File: src/rtl/spi_seq_pkg.sv
package spi_seq_pkg;

  typedef enum logic [1:0] {
    MODE_SINGLE = 2'b00,
    MODE_DUAL   = 2'b01,
    MODE_QUAD   = 2'b10,
    MODE_RSVD   = 2'b11
  } bus_mode_e;

  typedef enum logic [1:0] {
    ST_IDLE = 2'd0,
    ST_LOAD = 2'd1,
    ST_RUN  = 2'd2
  } seq_state_e;

  // command word field positions
  localparam int KEEP_BIT = 7;
  localparam int MODE_HI  = 6;
  localparam int MODE_LO  = 5;
  localparam int DIR_BIT  = 4;

  localparam int PTR_W = 3;
  localparam int ERR_W = 3;

  localparam logic [ERR_W-1:0] ERR_NONE   = 3'd0;
  localparam logic [ERR_W-1:0] ERR_SEQLEN = 3'd1;

endpackage

File: src/rtl/seq_regbank.sv
module seq_regbank
  import spi_seq_pkg::*;
#(
  parameter int NUM_CMDS = 4,
  parameter int ADDR_W   = 8,
  parameter int CMD_W    = 16,
  parameter int LEN_W    = 32,
  parameter int CMD_BASE = 16,
  parameter int LEN_BASE = 32,
  parameter int SEQ_ADDR = 8,
  localparam int IDX_W   = (NUM_CMDS > 1) ? $clog2(NUM_CMDS) : 1
) (
  input  logic              clk,
  input  logic              rst,
  input  logic              wr_en,
  input  logic [ADDR_W-1:0] wr_addr,
  input  logic [LEN_W-1:0]  wr_data,
  input  logic [IDX_W-1:0]  rd_idx,
  output logic [CMD_W-1:0]  slot_cmd,
  output logic [LEN_W-1:0]  slot_len,
  output logic [PTR_W-1:0]  seq_len
);

  logic [CMD_W-1:0] cmd_r [NUM_CMDS];
  logic [LEN_W-1:0] len_r [NUM_CMDS];

  for (genvar i = 0; i < NUM_CMDS; i++) begin : g_slot
    localparam int A_CMD = CMD_BASE + 2 * i;
    localparam int A_LEN = LEN_BASE + 4 * i;

    always_ff @(posedge clk) begin
      if (rst) begin
        cmd_r[i] <= '0;
      end else if (wr_en && wr_addr == ADDR_W'(A_CMD)) begin
        cmd_r[i] <= wr_data[CMD_W-1:0];
      end
    end

    always_ff @(posedge clk) begin
      if (rst) begin
        len_r[i] <= '0;
      end else if (wr_en && wr_addr == ADDR_W'(A_LEN)) begin
        len_r[i] <= wr_data;
      end
    end
  end

  always_ff @(posedge clk) begin
    if (rst) begin
      seq_len <= '0;
    end else if (wr_en && wr_addr == ADDR_W'(SEQ_ADDR)) begin
      seq_len <= wr_data[PTR_W-1:0];
    end
  end

  assign slot_cmd = cmd_r[rd_idx];
  assign slot_len = len_r[rd_idx];

endmodule

File: src/rtl/seq_ctrl.sv
module seq_ctrl
  import spi_seq_pkg::*;
#(
  parameter int NUM_CMDS = 4,
  parameter int CMD_W    = 16,
  parameter int LEN_W    = 32
) (
  input  logic             clk,
  input  logic             rst,
  input  logic             start,
  input  logic             byte_done,
  input  logic [PTR_W-1:0] seq_len,
  input  logic [CMD_W-1:0] slot_cmd,
  input  logic [LEN_W-1:0] slot_len,
  output logic [PTR_W-1:0] ptr_o,
  output logic             cs_o,
  output logic             active_o,
  output logic [CMD_W-1:0] cmd_o,
  output logic [LEN_W-1:0] left_o,
  output logic             busy_o,
  output logic             done_o,
  output logic [ERR_W-1:0] err_o
);

  localparam logic [PTR_W-1:0] LAST = PTR_W'(NUM_CMDS - 1);

  seq_state_e       state_q;
  logic [PTR_W-1:0] ptr_q;
  logic             cs_q;
  logic [CMD_W-1:0] cmd_q;
  logic [LEN_W-1:0] left_q;
  logic             done_q;
  logic [ERR_W-1:0] err_q;
  logic             is_last;

  assign is_last = (ptr_q == seq_len);

  always_ff @(posedge clk) begin
    if (rst) begin
      state_q <= ST_IDLE;
      ptr_q   <= '0;
      cs_q    <= 1'b0;
      cmd_q   <= '0;
      left_q  <= '0;
      done_q  <= 1'b0;
      err_q   <= ERR_NONE;
    end else begin
      done_q <= 1'b0;
      case (state_q)
        ST_IDLE: begin
          if (start) begin
            if (seq_len > LAST) begin
              err_q <= ERR_SEQLEN;
            end else begin
              err_q   <= ERR_NONE;
              ptr_q   <= '0;
              state_q <= ST_LOAD;
            end
          end
        end
        ST_LOAD: begin
          if (slot_len == '0) begin
            if (is_last) begin
              state_q <= ST_IDLE;
              ptr_q   <= '0;
              cs_q    <= 1'b0;
              done_q  <= 1'b1;
            end else begin
              ptr_q <= ptr_q + 1'b1;
            end
          end else begin
            cmd_q   <= slot_cmd;
            left_q  <= slot_len;
            cs_q    <= 1'b1;
            state_q <= ST_RUN;
          end
        end
        ST_RUN: begin
          if (byte_done) begin
            left_q <= left_q - 1'b1;
            if (left_q == LEN_W'(1)) begin
              if (is_last) begin
                state_q <= ST_IDLE;
                ptr_q   <= '0;
                cs_q    <= 1'b0;
                done_q  <= 1'b1;
              end else begin
                ptr_q   <= ptr_q + 1'b1;
                cs_q    <= cmd_q[KEEP_BIT];
                state_q <= ST_LOAD;
              end
            end
          end
        end
        default: state_q <= ST_IDLE;
      endcase
    end
  end

  assign ptr_o    = ptr_q;
  assign cs_o     = cs_q;
  assign active_o = (state_q == ST_RUN);
  assign cmd_o    = cmd_q;
  assign left_o   = left_q;
  assign busy_o   = (state_q != ST_IDLE);
  assign done_o   = done_q;
  assign err_o    = err_q;


  cs_during_cmd_chk: assert property (@(posedge clk) disable iff (rst)
    (state_q == ST_RUN) |-> cs_q);


  byte_count_chk: assert property (@(posedge clk) disable iff (rst)
    (state_q == ST_RUN && byte_done) |=> (left_q == $past(left_q) - 1'b1));


  done_release_chk: assert property (@(posedge clk) disable iff (rst)
    done_q |-> (!cs_q && ptr_q == '0 && state_q == ST_IDLE));


  bad_len_chk: assert property (@(posedge clk) disable iff (rst)
    (state_q == ST_IDLE && start && seq_len > LAST) |=>
      (state_q == ST_IDLE && err_q == ERR_SEQLEN));


  ptr_range_chk: assert property (@(posedge clk) disable iff (rst)
    (state_q != ST_IDLE) |-> (ptr_q <= seq_len));


  busy_start_chk: assert property (@(posedge clk) disable iff (rst)
    (state_q == ST_RUN && start && !byte_done) |=> (state_q == ST_RUN));

endmodule

File: src/rtl/spi_cmd_seq.sv
module spi_cmd_seq
  import spi_seq_pkg::*;
#(
  parameter int NUM_CMDS = 4,
  parameter int ADDR_W   = 8,
  parameter int CMD_W    = 16,
  parameter int LEN_W    = 32,
  parameter int CMD_BASE = 16,
  parameter int LEN_BASE = 32,
  parameter int SEQ_ADDR = 8,
  localparam int IDX_W   = (NUM_CMDS > 1) ? $clog2(NUM_CMDS) : 1
) (
  input  logic              clk,
  input  logic              rst,
  input  logic              wr_en,
  input  logic [ADDR_W-1:0] wr_addr,
  input  logic [LEN_W-1:0]  wr_data,
  input  logic              seq_start,
  input  logic              byte_done,
  output logic              cs_active,
  output logic              cmd_active,
  output logic [CMD_W-1:0]  cur_cmd,
  output logic [1:0]        cur_mode,
  output logic              cur_read,
  output logic [LEN_W-1:0]  bytes_left,
  output logic              seq_busy,
  output logic              seq_done,
  output logic [7:0]        seq_status
);

  logic [CMD_W-1:0] slot_cmd;
  logic [LEN_W-1:0] slot_len;
  logic [PTR_W-1:0] seq_len;
  logic [PTR_W-1:0] ptr;
  logic [ERR_W-1:0] err;

  seq_regbank #(
    .NUM_CMDS (NUM_CMDS),
    .ADDR_W   (ADDR_W),
    .CMD_W    (CMD_W),
    .LEN_W    (LEN_W),
    .CMD_BASE (CMD_BASE),
    .LEN_BASE (LEN_BASE),
    .SEQ_ADDR (SEQ_ADDR)
  ) u_regs (
    .clk      (clk),
    .rst      (rst),
    .wr_en    (wr_en),
    .wr_addr  (wr_addr),
    .wr_data  (wr_data),
    .rd_idx   (ptr[IDX_W-1:0]),
    .slot_cmd (slot_cmd),
    .slot_len (slot_len),
    .seq_len  (seq_len)
  );

  seq_ctrl #(
    .NUM_CMDS (NUM_CMDS),
    .CMD_W    (CMD_W),
    .LEN_W    (LEN_W)
  ) u_ctrl (
    .clk       (clk),
    .rst       (rst),
    .start     (seq_start),
    .byte_done (byte_done),
    .seq_len   (seq_len),
    .slot_cmd  (slot_cmd),
    .slot_len  (slot_len),
    .ptr_o     (ptr),
    .cs_o      (cs_active),
    .active_o  (cmd_active),
    .cmd_o     (cur_cmd),
    .left_o    (bytes_left),
    .busy_o    (seq_busy),
    .done_o    (seq_done),
    .err_o     (err)
  );

  assign cur_mode   = cur_cmd[MODE_HI:MODE_LO];
  assign cur_read   = (cur_mode != MODE_SINGLE) && cur_cmd[DIR_BIT];
  assign seq_status = {1'b0, err, 1'b0, ptr};

endmodule

File: config.mk
export PLATFORM = sky130hd
export DESIGN_NAME = spi_cmd_seq
export DESIGN_NICKNAME = d
export VERILOG_FILES = /design/src/rtl/spi_seq_pkg.sv /design/src/rtl/seq_regbank.sv /design/src/rtl/seq_ctrl.sv /design/src/rtl/spi_cmd_seq.sv
export SDC_FILE = /design/constraint.sdc
export NUM_CORES = 1
export LEC_CHECK = 0
export ABC_AREA = 1
export BUFFER_PORTS_ARGS = -buffer_cell sky130_fd_sc_hd__buf_4
export CORE_MARGIN = 2
export CORE_UTILIZATION = 55
export DETAILED_ROUTE_END_ITERATION = 7
export PLACE_DENSITY = 0.75
export SLEW_MARGIN = 15
export SYNTH_ARGS = -nofsm -noshare
export SYNTH_HDL_FRONTEND = slang
export SYNTH_SLANG_ARGS = --single-unit
File: constraint.sdc
create_clock -name clk -period 6.5 [get_ports clk]
set_input_delay 0.65 -clock clk [delete_from_list [all_inputs] [get_ports clk]]
set_output_delay 0.65 -clock clk [all_outputs]
set_load 0.01 [all_outputs]
Yosys cells after proc, flatten, opt, wreduce, memory -nomap -nowiden
Memory sizes are Yosys's and may differ from the RTL's. A register that Yosys moved wholly into a read port is not among the register bits.
Cells that the tools add are included.
Storage, ports and cells
  word-level logic and storage cells: 129
  memories: 2
  output and inout port bits: 63
  input bits: 45
  register bits after elaboration: 45
  memory bits (writable): 192
Memories
  u_regs.len_r: depth 4, width 32, rd ports 1, clocked after Yosys merged registers in 1, write ports 4, line seq_regbank.sv:25  | logic [LEN_W-1:0] len_r [NUM_CMDS];
  u_regs.cmd_r: depth 4, width 16, rd ports 1, clocked after Yosys merged registers in 1, write ports 4, line seq_regbank.sv:24  | logic [CMD_W-1:0] cmd_r [NUM_CMDS];
Operators by class
  magnitude comparators: 1
  reduce and logical (&&, ||, !) cells: 22
  equal/unequal tests: 20
  bitwise operators: 9
  add/sub/neg operators: 2
  mux-type cells: 66
Operators with widths (number)
  32-bit two-way mux: 6
  16-bit two-way mux: 4
  32-bit case mux with 2 select lines: 1
  1-bit two-way mux: 37
  32-bit by 1-bit equality test with 1-bit output (second input constant): 1
  8-bit by 5-bit equality test with 1-bit output (second input constant): 4
  8-bit by 6-bit equality test with 1-bit output (second input constant): 4
  32-bit zero test: 1
  32-bit by 1-bit subtractor with 32-bit output (second input constant): 1
  3-bit two-way mux: 6
  2-bit two-way mux: 8
  1-bit logical AND: 10
  3-bit case mux with 3 select lines: 1
  8-bit by 4-bit equality test with 1-bit output (second input constant): 1
  2-bit inequality test (second input constant): 4
  1-bit OR: 8
  2-bit case mux with 3 select lines: 1
  6-bit AND reduction: 1
  2-bit nonzero test: 3
  5-bit AND reduction: 1
  2-bit by 1-bit inequality test with 1-bit output (second input constant): 2
  1-bit case mux with 2 select lines: 2
  2-bit AND reduction: 2
  4-bit AND reduction: 1
  10 further kinds: 10

Depth between registers and ports, before layout
Gate-level depths: netlist (run 1).
  word-level depth: 7
  mapped depth: 15
  gate-level depth less buffers: 14

By module
From an unflattened synthesis (run 1), not the netlist that was laid out.
Second synthesis, totals
  cell total of the unflattened synthesis: 1392
  area total of the unflattened synthesis: 12229.2 µm²
By module, submodules not included
  seq_regbank: area an instance 8500.7 µm², seq. area each 5825.6 µm², cells an instance 771, instances 1
  seq_ctrl: area an instance 3683.5 µm², seq. area each 1121.1 µm², cells an instance 613, instances 1
  spi_cmd_seq: area an instance 45.0 µm², seq. area each 0.0 µm², cells an instance 8, instances 1

Worst setup path after synthesis (run 1)
OpenSTA, ideal clock, no wires.
  path kind: input to register
  start: in wr_addr[7]
  end: mem u_regs.cmd_r[0][0], enable pin
  stages: 5
  library setup time: 0.414 ns
  data arrival time: 2.488 ns
  setup slack: 3.598 ns
  cells stage by stage: nor2_1 inv_1 nor3_1 nand2_1 o31ai_1
RTL lines
  from (decl): line spi_cmd_seq.sv:16  | input logic [ADDR_W-1:0] wr_addr,
  to (decl): line seq_regbank.sv:24

==> results_tabular.tex, run 1 <==
\begin{tabular}{lr}
\hline
Metric & Value \\
\hline
\multicolumn{2}{l}{\textbf{Status}} \\
Result of the run & finished clean \\
\multicolumn{2}{l}{\textbf{STA}} \\
Unrepaired setup endpoints after global routing & no \\
Setup total negative slack & 0 ns \\
Setup Skew & $\sim$0.0075 ns \\
Worst hold slack across all endpoints & 0.417 ns \\
Crit path time final & 3.39 ns \\
Highest Clock Rate & roughly 290 MHz \\
Slew margin rel. & 0.263 \\
Number of max-slew violations in the final report & 0 \\
Pin slew with the least headroom to its limit & 1.10 ns \\
Final hold violation count & 0 \\
Count of final setup violators & 0 \\
Final worst path period share & 0.522 \\
\multicolumn{2}{l}{\textbf{Placement}} \\
IO buf count & about 100 \\
Final weighted congestion in routability-driven placement & 0.944 \\
Placed wire-length estimate & 20.6 mm \\
\multicolumn{2}{l}{\textbf{Global route}} \\
Number of global-route vias before repair & 9388 \\
Global routing usage summed across all routing layers & 0.268 \\
Global-route wire length before repair & between 40 and 50 mm \\
Maximum number of pins on one net before global-route repair & 65 \\
Number of antenna violations at the first check in global routing & 0 \\
Grt ovf & 0 \\
\multicolumn{2}{l}{\textbf{Floorplan}} \\
Area of the die & between 20000 and 25000 um2 \\
Die H & 152 um \\
Die boundary width & between 150 and 200 um \\
Placement Rows & 54 \\
Placeable core region & 21700 um2 \\
\# IOs & between 100 and 150 \\
Initial Utilization & 0.556 \\
\multicolumn{2}{l}{\textbf{Yosys}} \\
Register bit total from synthesis & around 250 \\
Post-synth ARST share & 0 \\
Number of flops mapped to enable cells by yosys & 192 \\
Flip-flop cell with the highest count after synthesis & sky130\_fd\_sc\_hd\_\_edfxtp\_1 \\
Count of cell types in the netlist & 37 \\
Post-synthesis area per instance & about 8.5 um2 \\
Post-synthesis instance area & 12100 um2 \\
Seq/Total Area, Yosys & 0.579 \\
Number of warning messages in the yosys log & 0 \\
Post-Syn Instances & approximately 1.4k \\
\multicolumn{2}{l}{\textbf{Setup path}} \\
Cell depth of the worst setup path & 12 \\
Worst path most repeated cell & sky130\_fd\_sc\_hd\_\_nand2\_1 \\
Startpoint types & flop \\
Kind of end point of the critical path & flop \\
Slowest stage cell on the critical path & sky130\_fd\_sc\_hd\_\_inv\_2 \\
R2r worst-path depth & 12 \\
Worst path top cell family by delay & simple AND/OR/NAND/NOR gates \\
Data arrival time of the critical path & 3.81 ns \\
Number of buffers and inverters on the critical path & 2 \\
Critical path class & reg -> reg \\
Top fanout value on the critical path & 32 \\
Endpoint required time on the critical path & roughly 6.9 ns \\
Maximum single-stage delay on the critical path & approximately 0.60 ns \\
Cells along the critical path & inv\_2 -> nand3\_1 -> nand2\_1 -> nand2\_1 -> nor2\_1 -> nand2\_1 -> nor2\_2 -> nand2\_1 -> nand2\_1 -> inv\_1 -> nor2\_1 -> nor2\_1 \\
\multicolumn{2}{l}{\textbf{Min path}} \\
Hold Path Cell Cnt & 4 \\
Min-delay worst type & in -> reg \\
\multicolumn{2}{l}{\textbf{Cells and area}} \\
Layout Nets & 1538 \\
Share of layout cells above drive strength 1 & 0.114 \\
Area growth syn-to-layout & 14.0\% \\
Multi-input gate area in the final layout & about 4400 um2 \\
Combined flip-flop and latch cell area & between 6000 and 7000 um2 \\
\# diodes & 0 \\
Fill cell count & around 1.8k \\
\multicolumn{2}{l}{\textbf{Routing}} \\
Number of detailed-route iterations in the first pass & 5 \\
DRT Wirelength & approximately 32 mm \\
Number of design rule violations left after detail routing & 0 \\
Initial detailed-routing violation count & around 1000 \\
Post-DR vias/cell & between 5 and 6 \\
Detailed-route via count & about 10k \\
Number of antenna-violating nets in the routed design & 0 \\
WL per Instance & 18.0 um \\
\multicolumn{2}{l}{\textbf{Clock tree}} \\
Insertion delay to the later sink of the worst-skew pair & $\sim$0.54 ns \\
Clock tree from TritonCTS & yes \\
Hold-fix buffer count after cts & 0 \\
Number of clock sinks & $\sim$250 \\
Post-CTS clock slew at the launch and capture registers of the worst setup and hold paths & 0.06 ns \\
Number of H-tree levels & 1 \\
Cells resized by post-CTS repair & 0 \\
\# Post-CTS Setup Buffers & 0 \\
Root Driver & sky130\_fd\_sc\_hd\_\_clkbuf\_16 \\
Buffer levels on the longest clock path & 3 \\
Number of clock buffers inserted by TritonCTS & 27 \\
\multicolumn{2}{l}{\textbf{Pwr}} \\
Leakage component of the power & roughly 0.0058 uW \\
Power per unit of standard cell area & $\sim$370 nW/um2 \\
Largest voltage drop on the vdd net & just over 0.2 mV \\
\multicolumn{2}{l}{\textbf{Flow run}} \\
Max-cap viol count & 0 \\
\hline
\end{tabular}
layer usage:
layer / vias to the layer above / wire, um / GRT usage / share of wire
met4: 0 / 742 / 0.0952 / 0.023
met2: 515 / 14700 / 0.412 / 0.46
met5: - / 0 / 0 / 0
met1: 4713 / 13500 / 0.391 / 0.42
li1: 4789 / - / - / -
met3: 67 / 3030 / 0.0419 / 0.095
worst register-to-register path, cell delays in order, from the launching register on:
cell and delay [ns]:
sky130_fd_sc_hd__dfxtp_1 0.53, sky130_fd_sc_hd__inv_2 0.61, sky130_fd_sc_hd__nand3_1 0.16, sky130_fd_sc_hd__nand2_1 0.14
sky130_fd_sc_hd__nand2_1 0.09, sky130_fd_sc_hd__nor2_1 0.11, sky130_fd_sc_hd__nand2_1 0.07, sky130_fd_sc_hd__nor2_2 0.24
sky130_fd_sc_hd__nand2_1 0.14, sky130_fd_sc_hd__nand2_1 0.50, sky130_fd_sc_hd__inv_1 0.42, sky130_fd_sc_hd__nor2_1 0.21
sky130_fd_sc_hd__nor2_1 0.06
cells in the final DEF (no fill, tap or decap), types with 7 or more instances in the layout:
master,netlist,final
sky130_fd_sc_hd__a21oi_1,31,31
sky130_fd_sc_hd__ha_1,7,7
sky130_fd_sc_hd__xor2_1,13,13
sky130_fd_sc_hd__buf_4,11,115
sky130_fd_sc_hd__nand2_1,327,327
sky130_fd_sc_hd__clkbuf_16,0,27
sky130_fd_sc_hd__nor3_1,14,14
sky130_fd_sc_hd__inv_1,81,81
sky130_fd_sc_hd__edfxtp_1,192,192
sky130_fd_sc_hd__dfxtp_1,61,60
sky130_fd_sc_hd__clkinv_1,3,8
sky130_fd_sc_hd__nand3_1,97,93
sky130_fd_sc_hd__nor2_1,356,356
sky130_fd_sc_hd__o22ai_1,17,17
sky130_fd_sc_hd__o21ai_0,91,90
sky130_fd_sc_hd__nand4_1,16,16
state kept, by name, summed over array words and instances (netlist names), named ones only:
register / flops
u_ctrl.cmd_o: 16
u_regs.cmd_r: 64
u_regs.seq_len: 3
u_regs.len_r: 128
u_ctrl.left_o: 32
u_ctrl.state_q: 2
u_ctrl.err_o: 1
u_ctrl.done_o: 1
u_ctrl.ptr_o: 3
u_ctrl.cs_o: 1
synth_stat cells (2+ instances only):
library cell / number / share of area
sky130_fd_sc_hd__nand3_1: 97 / 0.040
sky130_fd_sc_hd__ha_1: 7 / 0.0073
sky130_fd_sc_hd__clkinv_1: 3 / 0.00093
sky130_fd_sc_hd__xnor2_1: 6 / 0.0044
sky130_fd_sc_hd__nor2_1: 356 / 0.11
sky130_fd_sc_hd__a21oi_1: 31 / 0.013
sky130_fd_sc_hd__a31oi_1: 3 / 0.0016
sky130_fd_sc_hd__inv_1: 81 / 0.025
sky130_fd_sc_hd__buf_2: 20 / 0.0083
sky130_fd_sc_hd__or2_2: 2 / 0.0010
sky130_fd_sc_hd__a21oi_2: 6 / 0.0044
sky130_fd_sc_hd__clkbuf_1: 35 / 0.011
sky130_fd_sc_hd__o21ai_0: 91 / 0.038
sky130_fd_sc_hd__o22ai_1: 17 / 0.0088
sky130_fd_sc_hd__buf_4: 11 / 0.0068
sky130_fd_sc_hd__nor3_1: 14 / 0.0058
sky130_fd_sc_hd__dfxtp_1: 61 / 0.10
sky130_fd_sc_hd__nand2_1: 327 / 0.10
sky130_fd_sc_hd__xor2_1: 13 / 0.0094
sky130_fd_sc_hd__nor2_2: 2 / 0.0010
sky130_fd_sc_hd__buf_6: 5 / 0.0047
sky130_fd_sc_hd__inv_2: 2 / 0.00062
sky130_fd_sc_hd__nand4_1: 16 / 0.0083
sky130_fd_sc_hd__buf_1: 4 / 0.0012
sky130_fd_sc_hd__edfxtp_1: 192 / 0.48
where the power goes:
| group | internal [uW] | switching, uW |
|---|---|---|
| clock network | 845 | 608 |
| registers | 1920 | 166 |
| logic | 514 | 970 |
| total | 3280 | 1750 |
final timing paths:
| path | from | end | slack, ns |
|---|---|---|---|
| worst max-delay path | flop | u_ctrl.cmd_o[11]$_SDFFE_PP0P_ | 3.11 |
| worst min-delay path | seq_start | u_ctrl.err_o[0]$_SDFFE_PP0P_ | 0.42 |
| worst max register to register | flop | u_ctrl.cmd_o[11]$_SDFFE_PP0P_ | 3.11 |
| worst min register to register | u_ctrl.err_o[0]$_SDFFE_PP0P_ | u_ctrl.err_o[0]$_SDFFE_PP0P_ | 0.48 |
logic make-up after synthesis:
logic type | count (synthesis) | synth area share
and+or+nand+nor | 820 | 0.273
DFF | 253 | 0.579
buffers and inverters | 162 | 0.0592
AOI/OAI and AO/OA | 152 | 0.0676
xor gates and xnor gates | 19 | 0.0138
adders and majority gates | 7 | 0.00726
other | 1 | 0.000311
stage by stage:
stage	setup WS (ns)	utilization	std cells	instance area, um2	total power (uW)
after floorplan	3.60	-	1417	12100	3090
after global placement	3.32	0.597	1737	12900	3550
after detailed placement	3.15	0.597	1737	12900	3570
after CTS	3.14	0.634	1782	13800	5010
after global routing	2.84	0.634	1782	13800	5280
final	3.11	0.634	1782	13800	5020
layout make-up:
| type | count | area share |
|---|---|---|
| Clock buffer | 34 | 0.0518 |
| Sequential cell | 253 | 0.508 |
| Multi-Input combinational cell | 1002 | 0.320 |
| Inverter | 87 | 0.0239 |
| Tap cell | 280 | 0.0255 |
| Timing Repair Buffer | 115 | 0.0628 |
| Clock inverter | 11 | 0.00764 |
No activity file was read; power rests on OpenSTA's default activity.
==> run 2, diff against run 1 <==
==> constraint.sdc (replaced) <==
create_clock -name clk -period 3.45 [get_ports clk]
set_input_delay 0.345 -clock clk [delete_from_list [all_inputs] [get_ports clk]]
set_output_delay 0.345 -clock clk [all_outputs]
set_load 0.01 [all_outputs]
==> run 2 against run 1 <==
Non-clock buffer count grew 9. Flip-flop and latch count unchanged. Via count rose by 0.17%. Design area increased by 1.2%. Clock skew up 0.0071 ns. Register-to-register slack worse by 2.6 ns. First-iteration DRC count up 29%. Worst setup slack lost 2.6 ns. Maximum frequency up 16%. Wire length rose by 2.2%. Final cell count up 0.79%.
==> results_tabular.tex, run 2 (synthesis gave the netlist of run 1 again) <==
\begin{tabular}{lr}
\hline
Metric & Value \\
\hline
\multicolumn{2}{l}{\textbf{STA}} \\
Unrepaired setup endpoints after global routing & no \\
Final worst path period share & 0.850 (+0.328) \\
Slew margin rel. & 0.376 (+0.113) \\
Number of max-slew violations in the final report & 0 (unchanged) \\
Setup total negative slack & 0 ns (unchanged) \\
Highest Clock Rate & 341 MHz (+16\%) \\
Worst hold slack across all endpoints & 0.0954 ns (-0.322 ns) \\
Final hold violation count & 0 (unchanged) \\
Pin slew with the least headroom to its limit & 0.933 ns (-0.164 ns) \\
Crit path time final & 2.93 ns (-0.459 ns) \\
Count of final setup violators & 0 (unchanged) \\
Setup Skew & 0.0146 ns (+0.00712 ns) \\
\multicolumn{2}{l}{\textbf{Routing}} \\
Number of detailed-route iterations in the first pass & 5 (unchanged) \\
Detailed-route via count & 10.1k (+0.17\%) \\
WL per Instance & 18.2 um (+1.4\%) \\
Number of design rule violations left after detail routing & 0 (unchanged) \\
Post-DR vias/cell & 5.62 (-0.61\%) \\
Number of antenna-violating nets in the routed design & 0 (unchanged) \\
DRT Wirelength & 32.7 mm (+2.2\%) \\
Initial detailed-routing violation count & 1269 (+29\%) \\
\multicolumn{2}{l}{\textbf{Setup path}} \\
Kind of end point of the critical path & flop \\
Critical path class & reg -> reg \\
Cells along the critical path & inv\_2 -> nand3\_1 -> nand2\_1 -> nand2\_1 -> nor2\_1 -> nand2\_1 -> nor2\_2 -> nand2\_1 -> nand2\_1 -> buf\_4 -> inv\_1 -> nor2\_1 -> nor2\_1 \\
Number of buffers and inverters on the critical path & 3 (+1) \\
Slowest stage cell on the critical path & sky130\_fd\_sc\_hd\_\_inv\_2 \\
Data arrival time of the critical path & 3.36 ns (-0.45 ns) \\
Startpoint types & flop \\
Worst path top cell family by delay & simple AND/OR/NAND/NOR gates \\
Maximum single-stage delay on the critical path & 0.48 ns (-0.12 ns) \\
Endpoint required time on the critical path & 3.88 ns (-3.04 ns) \\
Top fanout value on the critical path & 32 (unchanged) \\
Worst path most repeated cell & sky130\_fd\_sc\_hd\_\_nand2\_1 \\
\multicolumn{2}{l}{\textbf{Placement}} \\
IO buf count & 103 (unchanged) \\
Final weighted congestion in routability-driven placement & 0.966 (+2.3\%) \\
Placed wire-length estimate & 20.7 mm (+0.47\%) \\
\multicolumn{2}{l}{\textbf{Pwr}} \\
Power per unit of standard cell area & 701 nW/um2 (+92\%) \\
Sequential fraction of design power & 0.404 (-0.011) \\
Sw power & 3340 uW (+92\%) \\
Leakage component of the power & 0.00584 uW (+1.5\%) \\
Overall power of the completed layout & 9750 uW (+94\%) \\
Proportion of power drawn by combinational gates & 0.286 (-0.009) \\
Clock power share & 0.310 (+0.021) \\
Switching power share of the total & 0.343 (-0.00452) \\
Largest voltage drop on the vdd net & 0.397 mV (+96\%) \\
Int Power & 6410 uW (+95\%) \\
\multicolumn{2}{l}{\textbf{Status}} \\
Result of the run & finished clean \\
\multicolumn{2}{l}{\textbf{Min path}} \\
Min-delay worst type & in -> reg \\
\multicolumn{2}{l}{\textbf{Clock tree}} \\
Number of clock buffers inserted by TritonCTS & 27 (unchanged) \\
Number of clock sinks & 253 (unchanged) \\
Post-CTS clock slew at the launch and capture registers of the worst setup and hold paths & 0.06 ns (about the same) \\
Hold-fix buffer count after cts & 0 (unchanged) \\
Insertion delay to the later sink of the worst-skew pair & 0.55 ns (about the same) \\
Number of H-tree levels & 1 (unchanged) \\
Clock tree from TritonCTS & yes \\
Root Driver & sky130\_fd\_sc\_hd\_\_clkbuf\_16 \\
Buffer levels on the longest clock path & 3 (unchanged) \\
\# Post-CTS Setup Buffers & 0 (unchanged) \\
Cells resized by post-CTS repair & 0 (unchanged) \\
\multicolumn{2}{l}{\textbf{Cells and area}} \\
Share of layout cells above drive strength 1 & 0.118 (+0.00423) \\
Flip-flop count of the largest register, all copies and words added & 128 (unchanged) \\
Area growth syn-to-layout & 15.3\% \\
Most frequent cells in the layout & sky130\_fd\_sc\_hd\_\_nor2\_1 (356), sky130\_fd\_sc\_hd\_\_nand2\_1 (327), sky130\_fd\_sc\_hd\_\_edfxtp\_1 (192) \\
Layout Nets & 1547 (+0.59\%) \\
Register with the most flip-flops & u\_regs.len\_r \\
\# diodes & 0 (unchanged) \\
Fill cell count & 1783 (+0.11\%) \\
Most frequent standard cell in the layout excluding fill and tap cells & sky130\_fd\_sc\_hd\_\_nor2\_1 \\
\multicolumn{2}{l}{\textbf{Floorplan}} \\
Placeable core region & 21700 um2 (unchanged) \\
Placement Rows & 54 (unchanged) \\
Initial Utilization & 0.556 (unchanged) \\
Die boundary width & 152 um (unchanged) \\
\# IOs & 108 (unchanged) \\
Die H & 152 um (unchanged) \\
Area of the die & 23100 um2 (unchanged) \\
\multicolumn{2}{l}{\textbf{Global route}} \\
Number of global-route vias before repair & 9442 (+0.58\%) \\
Grt ovf & 0 (unchanged) \\
Number of antenna violations at the first check in global routing & 0 (unchanged) \\
Global-route wire length before repair & 50.7 mm (+1.9\%) \\
Maximum number of pins on one net before global-route repair & 65 (unchanged) \\
Global routing usage summed across all routing layers & 0.274 (+0.00550) \\
\multicolumn{2}{l}{\textbf{Flow run}} \\
Max-cap viol count & 0 (unchanged) \\
\hline
\end{tabular}
==> run 2: cell types whose count changed in the layout (fill, tap and decap cells not counted), sizes merged <==
cell,previous run,this run
clkinv,10,13
clkinvlp,1,3
clkbuf,34,31
bufinv,2,5
buf,115,124
==> run 2: final cells by class <==
class                           count  area, um2  share of cell area
Tap cell                          280        350              0.0252
Sequential cell                   253       6990               0.502
Timing Repair Buffer              124        943              0.0678
Multi-Input combinational cell   1002       4380               0.315
Clock inverter                     19        230              0.0165
Clock buffer                       31        691              0.0496
Inverter                           87        329              0.0236
==> run 2: worst reg2reg max path: stages, from the launching register on <==
cell,delay (ns)
sky130_fd_sc_hd__dfxtp_1,0.32
sky130_fd_sc_hd__inv_2,0.48
sky130_fd_sc_hd__nand3_1,0.17
sky130_fd_sc_hd__nand2_1,0.19
sky130_fd_sc_hd__nand2_1,0.11
sky130_fd_sc_hd__nor2_1,0.10
sky130_fd_sc_hd__nand2_1,0.07
sky130_fd_sc_hd__nor2_2,0.27
sky130_fd_sc_hd__nand2_1,0.15
sky130_fd_sc_hd__nand2_1,0.20
sky130_fd_sc_hd__buf_4,0.24
sky130_fd_sc_hd__inv_1,0.27
sky130_fd_sc_hd__nor2_1,0.18
sky130_fd_sc_hd__nor2_1,0.07
==> run 2: per-stage QoR <==
stage / utilization / instances / setup slack, ns / instance area [um2]
floorplan: - / 1417 / 0.853 / 12100
global placement: 0.599 / 1746 / 0.756 / 13000
detailed placement: 0.599 / 1746 / 0.635 / 13000
CTS: 0.642 / 1796 / 0.604 / 13900
global route: 0.642 / 1796 / 0.285 / 13900
finish: 0.642 / 1796 / 0.516 / 13900
==> run 2: worst paths after layout <==
path | start | end | slack [ns] | cells after the start
setup / recovery | flop | u_ctrl.cmd_o[7]$_SDFFE_PP0P_ | 0.52 | 13
hold / removal | seq_start | u_ctrl.err_o[0]$_SDFFE_PP0P_ | 0.1 | 4
setup reg to reg | flop | u_ctrl.cmd_o[7]$_SDFFE_PP0P_ | 0.52 | 13
hold reg to reg | u_ctrl.err_o[0]$_SDFFE_PP0P_ | u_ctrl.err_o[0]$_SDFFE_PP0P_ | 0.46 | 2
==> run 2: power by group through the flow <==
stage	clock network, uW	logic, uW	registers [uW]
finish	3020	2790	3940
global route	3150	3120	3980
CTS	3040	2770	3930
detailed placement	0	2760	3990
global placement	0	2730	3980
floorplan	0	1820	4000
==> run 2: metal layers <==
metal | GRT usage | share of wire | routed length (um) | vias to the layer above
met5 | 0 | 0 | 0 | -
met3 | 0.0522 | 0.097 | 3180 | 73
met4 | 0.0895 | 0.028 | 917 | 0
met2 | 0.430 | 0.46 | 14900 | 487
li1 | - | - | - | 4813
met1 | 0.388 | 0.42 | 13700 | 4728
==> run 3, diff against run 2 <==
--- a/config.mk
+++ b/config.mk
@@ -11,6 +11,8 @@
 export CORE_UTILIZATION = 55
 export DETAILED_ROUTE_END_ITERATION = 7
 export PLACE_DENSITY = 0.75
+export REMOVE_ABC_BUFFERS = 1
+export SKIP_LAST_GASP = 1
 export SLEW_MARGIN = 15
 export SYNTH_ARGS = -nofsm -noshare
 export SYNTH_HDL_FRONTEND = slang
==> run 3 against run 2 <==
Register-to-register slack worse by 0.14 ns. Non-clock buffer count is 1 lower. Critical path depth stayed put. Sequential share of layout area is 0.095 points higher. Critical path type unchanged. Critical endpoint is now u_ctrl.cmd_o[0]$_SDFFE_PP0P_.
==> results_tabular.tex, run 3 (synthesis gave the netlist of run 1 again) <==
\begin{tabular}{lr}
\hline
Metric & Value \\
\hline
\multicolumn{2}{l}{\textbf{Setup path}} \\
Endpoint required time on the critical path & 3.90 ns (+0.02 ns) \\
Startpoint types & flop \\
R2r worst-path depth & 13 (unchanged) \\
Data arrival time of the critical path & 3.53 ns (+0.17 ns) \\
Critical path class & reg -> reg \\
Kind of end point of the critical path & flop \\
Register-to-register setup slack & 0.38 ns (-0.14 ns) \\
Top fanout value on the critical path & 64 (+100\%) \\
Reg-to-reg critical path endpoint & u\_ctrl.cmd\_o[0]\$\_SDFFE\_PP0P\_ \\
\multicolumn{2}{l}{\textbf{Clock tree}} \\
Insertion delay to the later sink of the worst-skew pair & 0.53 ns (-0.02 ns) \\
Root Driver & sky130\_fd\_sc\_hd\_\_clkbuf\_16 \\
Clock tree from TritonCTS & yes \\
Number of clock buffers inserted by TritonCTS & 27 (unchanged) \\
Cells resized by post-CTS repair & 0 (unchanged) \\
Hold-fix buffer count after cts & 0 (unchanged) \\
Number of clock sinks & 253 (unchanged) \\
Post-CTS clock slew at the launch and capture registers of the worst setup and hold paths & 0.06 ns (about the same) \\
\# Post-CTS Setup Buffers & 0 (unchanged) \\
Number of H-tree levels & 1 (unchanged) \\
Buffer levels on the longest clock path & 3 (unchanged) \\
\multicolumn{2}{l}{\textbf{Cells and area}} \\
Finished Layout Cells & 1794 (-0.11\%) \\
Layout Nets & 1546 (-0.065\%) \\
Register with the most flip-flops & u\_regs.len\_r \\
Flip-flop count of the largest register, all copies and words added & 128 (unchanged) \\
Final core utilization & 0.640 (-0.00121) \\
Most frequent standard cell in the layout excluding fill and tap cells & sky130\_fd\_sc\_hd\_\_nor2\_1 \\
Area growth syn-to-layout & 15.1\% \\
Share of layout cells above drive strength 1 & 0.118 (+0.000156) \\
\# diodes & 0 (unchanged) \\
Most frequent cells in the layout & sky130\_fd\_sc\_hd\_\_nor2\_1 (356), sky130\_fd\_sc\_hd\_\_nand2\_1 (327), sky130\_fd\_sc\_hd\_\_edfxtp\_1 (192) \\
\multicolumn{2}{l}{\textbf{Routing}} \\
Number of antenna-violating nets in the routed design & 0 (unchanged) \\
Number of design rule violations left after detail routing & 0 (unchanged) \\
WL per Instance & 17.5 um (-4.2\%) \\
Post-DR vias/cell & 5.56 (-1.2\%) \\
DRT Wirelength & 31.3 mm (-4.3\%) \\
Initial detailed-routing violation count & 962 (-24\%) \\
Detailed-route via count & 9968 (-1.3\%) \\
Number of detailed-route iterations in the first pass & 5 (unchanged) \\
\multicolumn{2}{l}{\textbf{Min path}} \\
Min-delay worst type & in -> reg \\
Hold Startpoint & seq\_start \\
End point of the worst hold path & u\_ctrl.err\_o[0]\$\_SDFFE\_PP0P\_ \\
Hold Path Cell Cnt & 4 (unchanged) \\
\multicolumn{2}{l}{\textbf{STA}} \\
Highest Clock Rate & 326 MHz (-4.5\%) \\
Setup total negative slack & 0 ns (unchanged) \\
Final hold violation count & 0 (unchanged) \\
Unrepaired setup endpoints after global routing & no \\
Pin slew with the least headroom to its limit & 1.10 ns (+0.163 ns) \\
Final worst path period share & 0.890 (+0.0401) \\
Slew margin rel. & 0.268 (-0.108) \\
Number of max-slew violations in the final report & 0 (unchanged) \\
Crit path time final & 3.07 ns (+0.138 ns) \\
Setup Skew & 0.0123 ns (-0.00239 ns) \\
Count of final setup violators & 0 (unchanged) \\
\multicolumn{2}{l}{\textbf{Floorplan}} \\
Placeable core region & 21700 um2 (unchanged) \\
Initial Utilization & 0.556 (unchanged) \\
\# IOs & 108 (unchanged) \\
Die H & 152 um (unchanged) \\
Die boundary width & 152 um (unchanged) \\
Placement Rows & 54 (unchanged) \\
Area of the die & 23100 um2 (unchanged) \\
\multicolumn{2}{l}{\textbf{Global route}} \\
Global routing usage summed across all routing layers & 0.266 (-0.00823) \\
Number of antenna violations at the first check in global routing & 0 (unchanged) \\
Global-route wire length before repair & 49.3 mm (-2.7\%) \\
Maximum number of pins on one net before global-route repair & 65 (unchanged) \\
Number of global-route vias before repair & 9498 (+0.59\%) \\
Grt ovf & 0 (unchanged) \\
\multicolumn{2}{l}{\textbf{Placement}} \\
IO buf count & 103 (unchanged) \\
Final weighted congestion in routability-driven placement & 0.875 (-9.4\%) \\
\# placed instances & 1745 (-0.057\%) \\
Placed wire-length estimate & 19.6 mm (-5.6\%) \\
\multicolumn{2}{l}{\textbf{Pwr}} \\
Power per unit of standard cell area & 701 nW/um2 (about the same) \\
Largest voltage drop on the vdd net & 0.331 mV (-17\%) \\
Leakage component of the power & 0.00584 uW (about the same) \\
\multicolumn{2}{l}{\textbf{Status}} \\
Result of the run & finished clean \\
\multicolumn{2}{l}{\textbf{Flow run}} \\
Max-cap viol count & 0 (unchanged) \\
\hline
\end{tabular}
-- run 3: cell type report --
class	instances	area (um2)
Timing Repair Buffer	123	923
Fill cell	1812	7800
Tap cell	280	350
Inverter	87	329
Multi-Input combinational cell	1002	4380
Clock buffer	36	741
Sequential cell	253	6990
Clock inverter	13	174
-- run 3: worst max-delay path by stage --
stage	cells after the start	slack (ns)	startpoint	end
4_1_cts	13	0.45	flop	u_ctrl.cmd_o[0]$_SDFFE_PP0P_
5_1_grt	13	0.17	flop	u_ctrl.cmd_o[0]$_SDFFE_PP0P_
3_3_place_gp	13	0.68	flop	u_ctrl.cmd_o[12]$_SDFFE_PP0P_
6_report	13	0.38	flop	u_ctrl.cmd_o[0]$_SDFFE_PP0P_
2_1_floorplan	13	-0.16	flop	u_ctrl.cmd_o[0]$_SDFFE_PP0P_
3_5_place_dp	14	0.57	flop	u_ctrl.left_o[11]$_SDFFE_PP0P_
-- run 3: where the power goes --
part           switching [uW]  internal (uW)
combinational            1840            995
sequential                308           3620
clock                    1160           1810
total                    3310           6420
-- run 3: metrics by stage --
| step | setup WS, ns | area (um2) | power [uW] | hold WS (ns) |
|---|---|---|---|---|
| after floorplan | -0.156 | 11700 | 5690 | 0.414 |
| after global placement | 0.682 | 13000 | 6740 | 0.447 |
| after detailed placement | 0.573 | 13000 | 6760 | 0.459 |
| after CTS | 0.451 | 13900 | 9730 | 0.0819 |
| after global routing | 0.169 | 13900 | 10200 | 0.101 |
| final | 0.378 | 13900 | 9730 | 0.102 |
-- run 3: layer usage --
metal  GRT usage  wire length (um)  vias to the layer above
li1            -                 -                     4809
met5           0                 0                        -
met4      0.0926               801                        0
met1       0.368             12900                     4597
met2       0.423             14300                      499
met3      0.0508              3310                       63
-- run 3: worst max-delay path, cell delays in order (launching register included) --
cell	delay, ns
sky130_fd_sc_hd__dfxtp_2	0.32
sky130_fd_sc_hd__inv_2	0.78
sky130_fd_sc_hd__nand2_1	0.16
sky130_fd_sc_hd__nand3_1	0.14
sky130_fd_sc_hd__nand2_1	0.16
sky130_fd_sc_hd__nand2_1	0.13
sky130_fd_sc_hd__nor2_1	0.04
sky130_fd_sc_hd__nand2_1	0.07
sky130_fd_sc_hd__nor2_2	0.07
sky130_fd_sc_hd__nand2_1	0.14
sky130_fd_sc_hd__nand2_1	0.18
sky130_fd_sc_hd__inv_1	0.49
sky130_fd_sc_hd__nor2_1	0.10
sky130_fd_sc_hd__nor2_1	0.16
